## config.mk

```make
export PLATFORM = sky130hd
export DESIGN_NAME = isa_cap_reg
export DESIGN_NICKNAME = d
export VERILOG_FILES = /design/src/rtl/isa_cap_pkg.sv /design/src/rtl/isa_wr_legalize.sv /design/src/rtl/isa_cap_store.sv /design/src/rtl/isa_cap_reg.sv
export SDC_FILE = /design/constraint.sdc
export NUM_CORES = 1
export LEC_CHECK = 0
export BUFFER_PORTS_ARGS = -buffer_cell sky130_fd_sc_hd__buf_2
export CORE_ASPECT_RATIO = 0.6
export CORE_MARGIN = 1.5
export CORE_UTILIZATION = 34
export DETAILED_ROUTE_END_ITERATION = 10
export PLACE_DENSITY_LB_ADDON = 0.05
export SLEW_MARGIN = 15
export SYNTH_ARGS = -nofsm -noshare
export SYNTH_HDL_FRONTEND = slang
export SYNTH_HIERARCHICAL = 1
export SYNTH_SLANG_ARGS = --single-unit
```

## constraint.sdc

```tcl
create_clock -name clk -period 0.9 [get_ports clk]
set_input_delay 0.09 -clock clk [delete_from_list [all_inputs] [get_ports clk]]
set_output_delay 0.09 -clock clk [all_outputs]
set_load 0.05 [all_outputs]
```

## src/rtl/isa_cap_pkg.sv

```systemverilog
package isa_cap_pkg;

   localparam int EXT_W = 26;

   typedef logic [EXT_W-1:0] ext_vec_t;

   // bit position of an extension letter: letter minus 'A'
   function automatic int ext_pos(input byte letter);
      return int'(letter) - 65;
   endfunction

   function automatic ext_vec_t ext_bit(input byte letter);
      ext_vec_t v;
      v = '0;
      v[ext_pos(letter)] = 1'b1;
      return v;
   endfunction

   // optional extensions software may toggle
   localparam ext_vec_t OPT_EXT  = ext_bit("M") | ext_bit("A") | ext_bit("F")
                                 | ext_bit("D") | ext_bit("C");
   // privilege-mode letters always advertised
   localparam ext_vec_t PRIV_EXT = ext_bit("S") | ext_bit("U");

   localparam int POS_F = 5;
   localparam int POS_D = 3;

endpackage

```

## src/rtl/isa_wr_legalize.sv

```systemverilog
module isa_wr_legalize
   import isa_cap_pkg::*;
#(
   parameter ext_vec_t WMASK = OPT_EXT
) (
   input  ext_vec_t cur,
   input  logic     we,
   input  ext_vec_t wd,
   output ext_vec_t nxt
);

   ext_vec_t wd_fix;

   // double precision cannot stand without single precision
   always_comb begin
      wd_fix = wd;
      if (!wd[POS_F]) wd_fix[POS_D] = 1'b0;
   end

   for (genvar i = 0; i < EXT_W; i++) begin : g_bit
      if (WMASK[i]) begin : g_rw
         assign nxt[i] = we ? wd_fix[i] : cur[i];
      end else begin : g_ro
         assign nxt[i] = cur[i];
      end
   end

endmodule

```

## src/rtl/isa_cap_store.sv

```systemverilog
module isa_cap_store
   import isa_cap_pkg::*;
#(
   parameter ext_vec_t RESET_VAL = PRIV_EXT
) (
   input  logic     clk,
   input  logic     rst_n,
   input  ext_vec_t nxt,
   output ext_vec_t q
);

   always_ff @(posedge clk or negedge rst_n) begin
      if (!rst_n) q <= RESET_VAL;
      else        q <= nxt;
   end

endmodule

```

## src/rtl/isa_cap_reg.sv

```systemverilog
module isa_cap_reg
   import isa_cap_pkg::*;
#(
   parameter int       XLEN    = 64,
   parameter ext_vec_t MAX_EXT = 26'h000112D
) (
   input  logic            clk,
   input  logic            rst_n,
   input  logic            wr_en,
   input  logic [XLEN-1:0] wr_data,
   output logic [XLEN-1:0] rd_data,
   output logic [25:0]     ext_en
);

   localparam ext_vec_t CAP   = MAX_EXT | PRIV_EXT;
   localparam ext_vec_t WMASK = OPT_EXT & CAP;
   localparam int       PAD_W = XLEN - 2 - EXT_W;

   if (!(XLEN == 32 || XLEN == 64)) begin : g_bad_xlen
      $error("isa_cap_reg: XLEN must be 32 or 64");
   end

   ext_vec_t   ext_q;
   ext_vec_t   ext_nxt;
   logic [1:0] mxl;
   logic       unused_hi;

   assign unused_hi = ^wr_data[XLEN-1:EXT_W];

   if (XLEN == 32) begin : g_mxl32
      assign mxl = 2'd1;
   end else begin : g_mxl64
      assign mxl = 2'd2;
   end

   isa_wr_legalize #(.WMASK(WMASK)) u_legal (
      .cur (ext_q),
      .we  (wr_en),
      .wd  (wr_data[EXT_W-1:0]),
      .nxt (ext_nxt)
   );

   isa_cap_store #(.RESET_VAL(CAP)) u_store (
      .clk   (clk),
      .rst_n (rst_n),
      .nxt   (ext_nxt),
      .q     (ext_q)
   );

   assign rd_data = {mxl, {PAD_W{1'b0}}, ext_q};
   assign ext_en  = ext_q;


   cap_bound_chk: assert property (@(posedge clk) disable iff (!rst_n)
      (ext_q & ~CAP) == '0);


   fixed_bits_chk: assert property (@(posedge clk) disable iff (!rst_n)
      (ext_q & ~WMASK) == (CAP & ~WMASK));


   d_needs_f_chk: assert property (@(posedge clk) disable iff (!rst_n)
      (wr_en && !wr_data[POS_F]) |=> !ext_q[POS_D]);


   write_take_chk: assert property (@(posedge clk) disable iff (!rst_n)
      (wr_en && wr_data[POS_F]) |=> (((ext_q ^ $past(wr_data[EXT_W-1:0])) & WMASK) == '0));


   hold_chk: assert property (@(posedge clk) disable iff (!rst_n)
      !wr_en |=> $stable(ext_q));


   reset_val_chk: assert property (@(posedge clk)
      $rose(rst_n) |-> (ext_q == CAP));

endmodule

```

==> impl_metrics.csv <==
group,metric,value,unit
outcome,status,"complete, but fails checks",
outcome,violations,"DRC, setup timing",
synth,synth_area,1370,µm²
sta,slew_violations,0,
finish,drive_above_1_share,68.6,%
finish,stdcell_area,1690,µm²
placement,detailed_place.area,1260,µm²
global_routing,antenna_found_initial,0,
sta,min_period,1.09,ns
routing,drt_drc_violations_left,6,
pwr,total_power,2.61,mW
setup_path,cp_data_arrival_time,1.00,ns
synth,synth_largest_area_cell,"buf_4",
clock_tree,clock_latency,0.26,ns
synth,synth-seq-cells,26,
die,die_area,4420,µm²
clock_tree,cts_tree,"yes",
job,maxCapViolations,0,
synth,synthArstFlopShare,100,%
hold_path,min_path_cells,3,
setup_path,crit_fanout,3,
synth,synth_edf_count,0,
sta,final-setup-viol-count,52,
sta,hold_viol,0,
routing,dr.pass1.iters,7,
routing,wl_per_cell,10.4,µm
die,start_util,36.3,%
routing,postRouteAntennaNets,0,
setup_path,r2r_slack,0.03,ns
synth,synth_xor_xnor_area_share,0,%
synth,synth_adder_area_share,0,%
setup_path,cp_top_family,"flip-flops",
synth,yosys_warnings,6,
synth,yosysMostFrequentCell,"buf_4",
finish,top_register,"u_store/q",
hold_path,min-delay-path-class,"input port to flop",
sta,rsz0062_at_grt,"true",
synth,synthCells,120,
setup_path,r2r-end,"u_store/q[5]$_DFF_PN1_",
synth,synth_top_family_by_area,"buffers and inverters",
sta,fmax,914,MHz
clock_tree,cts_inserted_buffers,3,
routing,first_iter_violations,29,
global_routing,first_global_vias,560,
routing,wl,1.92,mm
finish,n_antenna_cell,0,
placement,io_buffers,59,
synth,synth_compound_area_share,0.367,%
setup_path,r2r-start,"u_store/q[5]$_DFF_PN1_",
setup_path,crit_buf_inv,1,
global_routing,gr-total-overflow,0,
clock_tree,clk_pin_slew,0.09,ns
global_routing,grt_pass1_wl,2.87,mm
pwr,vdd_drop_max,0.000545,V
finish,largest_reg_flops,26,
setup_path,crit_chain,"buf_6",
synth,synthSimpleGateAreaFrac,0.367,%
clock_tree,cts_buffer_depth,2,
clock_tree,root_buffer,"clkbuf_8",
synth,synthTopCellsByCount,"85 x buf_4, 18 x dfrtp_1, 8 x dfstp_2",
die,rows,17,
routing,num_vias,605,
placement,pre_cts_ws,0.0253,ns
setup_path,crit_path_start_kind,"flop",
synth,synth_cell_types,8,
die,die_w,84.8,µm
routing,via_per_inst,3.29,
finish,final_nets,205,
sta,finClkSkew,0,ns
synth,postSynthAreaPerCell,11.4,µm²
finish,area_delta_synth_final,23.6,%
synth,netlist.area_leader.share,46.7,%
placement,place_congestion,0.607,
clock_tree,cts_sinks,26,
setup_path,slowest_delay,0.58,ns
global_routing,grt_max_degree,27,
setup_path,required,0.81,ns
global_routing,grt_util_all_layers,8.85,%
sta,fin_crit_sh,122,%
setup_path,reg2regPathDepth,2,
setup_path,path_class,"flop to primary output",
hold_path,holdPathEnd,"u_store/q[3]$_DFF_PN1_",
die,fp.dieH,52.1,µm
synth,synth_area_leaders,"buf_4 47%, dfrtp_1 33%, dfstp_2 15%",
synth,synth_flop_cell,"dfrtp_1",
sta,fin_ws,-0.194,ns
die,ios,157,
hold_path,min_from,"wr_data[3]",
finish,reg.largest.list,"u_store/q x26",
synth,yosysSeqAreaShare,48.4,%
setup_path,critPathSlowestCell,"dfstp_2",
pwr,p_per_area,1550,nW/µm²
setup_path,worst-path-stages,1,
synth,synthMuxAreaShare,3.30,%
clock_tree,htreeDepth,1,
setup_path,end_kind,"primary output",
placement,dpl.hpwl,1.26,mm
die,core-area,3760,µm²
pwr,leakage,0.862,nW
## cell usage in the layout, fill, tap and decap left out
cell	synthesis	final
clkbuf_8	0	3
nand3_1	1	1
buf_2	0	7
buf_6	0	42
mux2_4	0	4
inv_1	1	1
dfstp_2	8	8
conb_1	2	38
dlygate4sd3_1	0	1
clkbuf_1	0	1
o21ai_1	0	1
dfrtp_2	0	18
buf_4	85	2
buf_8	0	10
## report_power, final
part           internal (mW)  leakage, nW  switching [mW]
clock network          0.316       0.0228           0.342
registers               1.21        0.305          0.0302
logic                  0.153        0.534           0.563
## cell type report
type | count | area (µm²)
flip-flops and latches | 26 | 683
inverters | 1 | 3.75
repair buffers | 62 | 683
clock buffers | 4 | 45.0
multi-input cells | 44 | 213
fillers | 344 | 2080
well taps | 47 | 58.8
## cell families after synthesis
logic type / Yosys count
AOI/OAI and AO/OA: 1
buffers and inverters: 86
DFF: 26
muxes: 4
other: 2
and+or+nand+nor: 1
## per-layer routing
layer  share of wire, %  up-vias  GRT usage [%]
met5                  0        -              0
met4                  0        0           1.64
met3                 11        0           5.24
met2                 51       46           13.9
met1                 38      283           10.6
li1                   -      276              -
## what timing repair did
item | in CTS | in global routing
gates resized for setup | 106 | 8
buffers inserted | 1 | 0
hold buffers | 1 | 0
pin swaps | 0 | 0
hold endpoints to repair | 18 | 0
endpoints found under the setup margin | 52 | 52
## through the flow
step	instances	util (%)	TNS (ns)	hold WS (ns)
5_1_grt	184	44.8	-6.70	0.0434
3_5_place_dp	178	33.5	0	0.101
3_3_place_gp	178	33.5	0	0.101
6_report	184	44.8	-4.62	0.0432
2_1_floorplan	156	-	-0.818	-0.206
4_1_cts	184	44.0	-5.27	0.0334
## how the worst max path moves through the flow
| stage | from | slack (ns) | endpoint |
|---|---|---|---|
| after global routing | u_store/q[5]$_DFF_PN1_ | -0.24 | ext_en[5] |
| after detailed placement | u_store/q[5]$_DFF_PN1_ | 0.03 | ext_en[5] |
| final | u_store/q[18]$_DFF_PN1_ | -0.19 | rd_data[18] |
| after CTS | u_store/q[5]$_DFF_PN1_ | -0.21 | ext_en[5] |
| after floorplan | u_store/q[18]$_DFF_PN1_ | -0.08 | rd_data[18] |
| after global placement | u_store/q[0]$_DFF_PN1_ | 0.03 | ext_en[0] |
(Power assumes the default switching activity.)
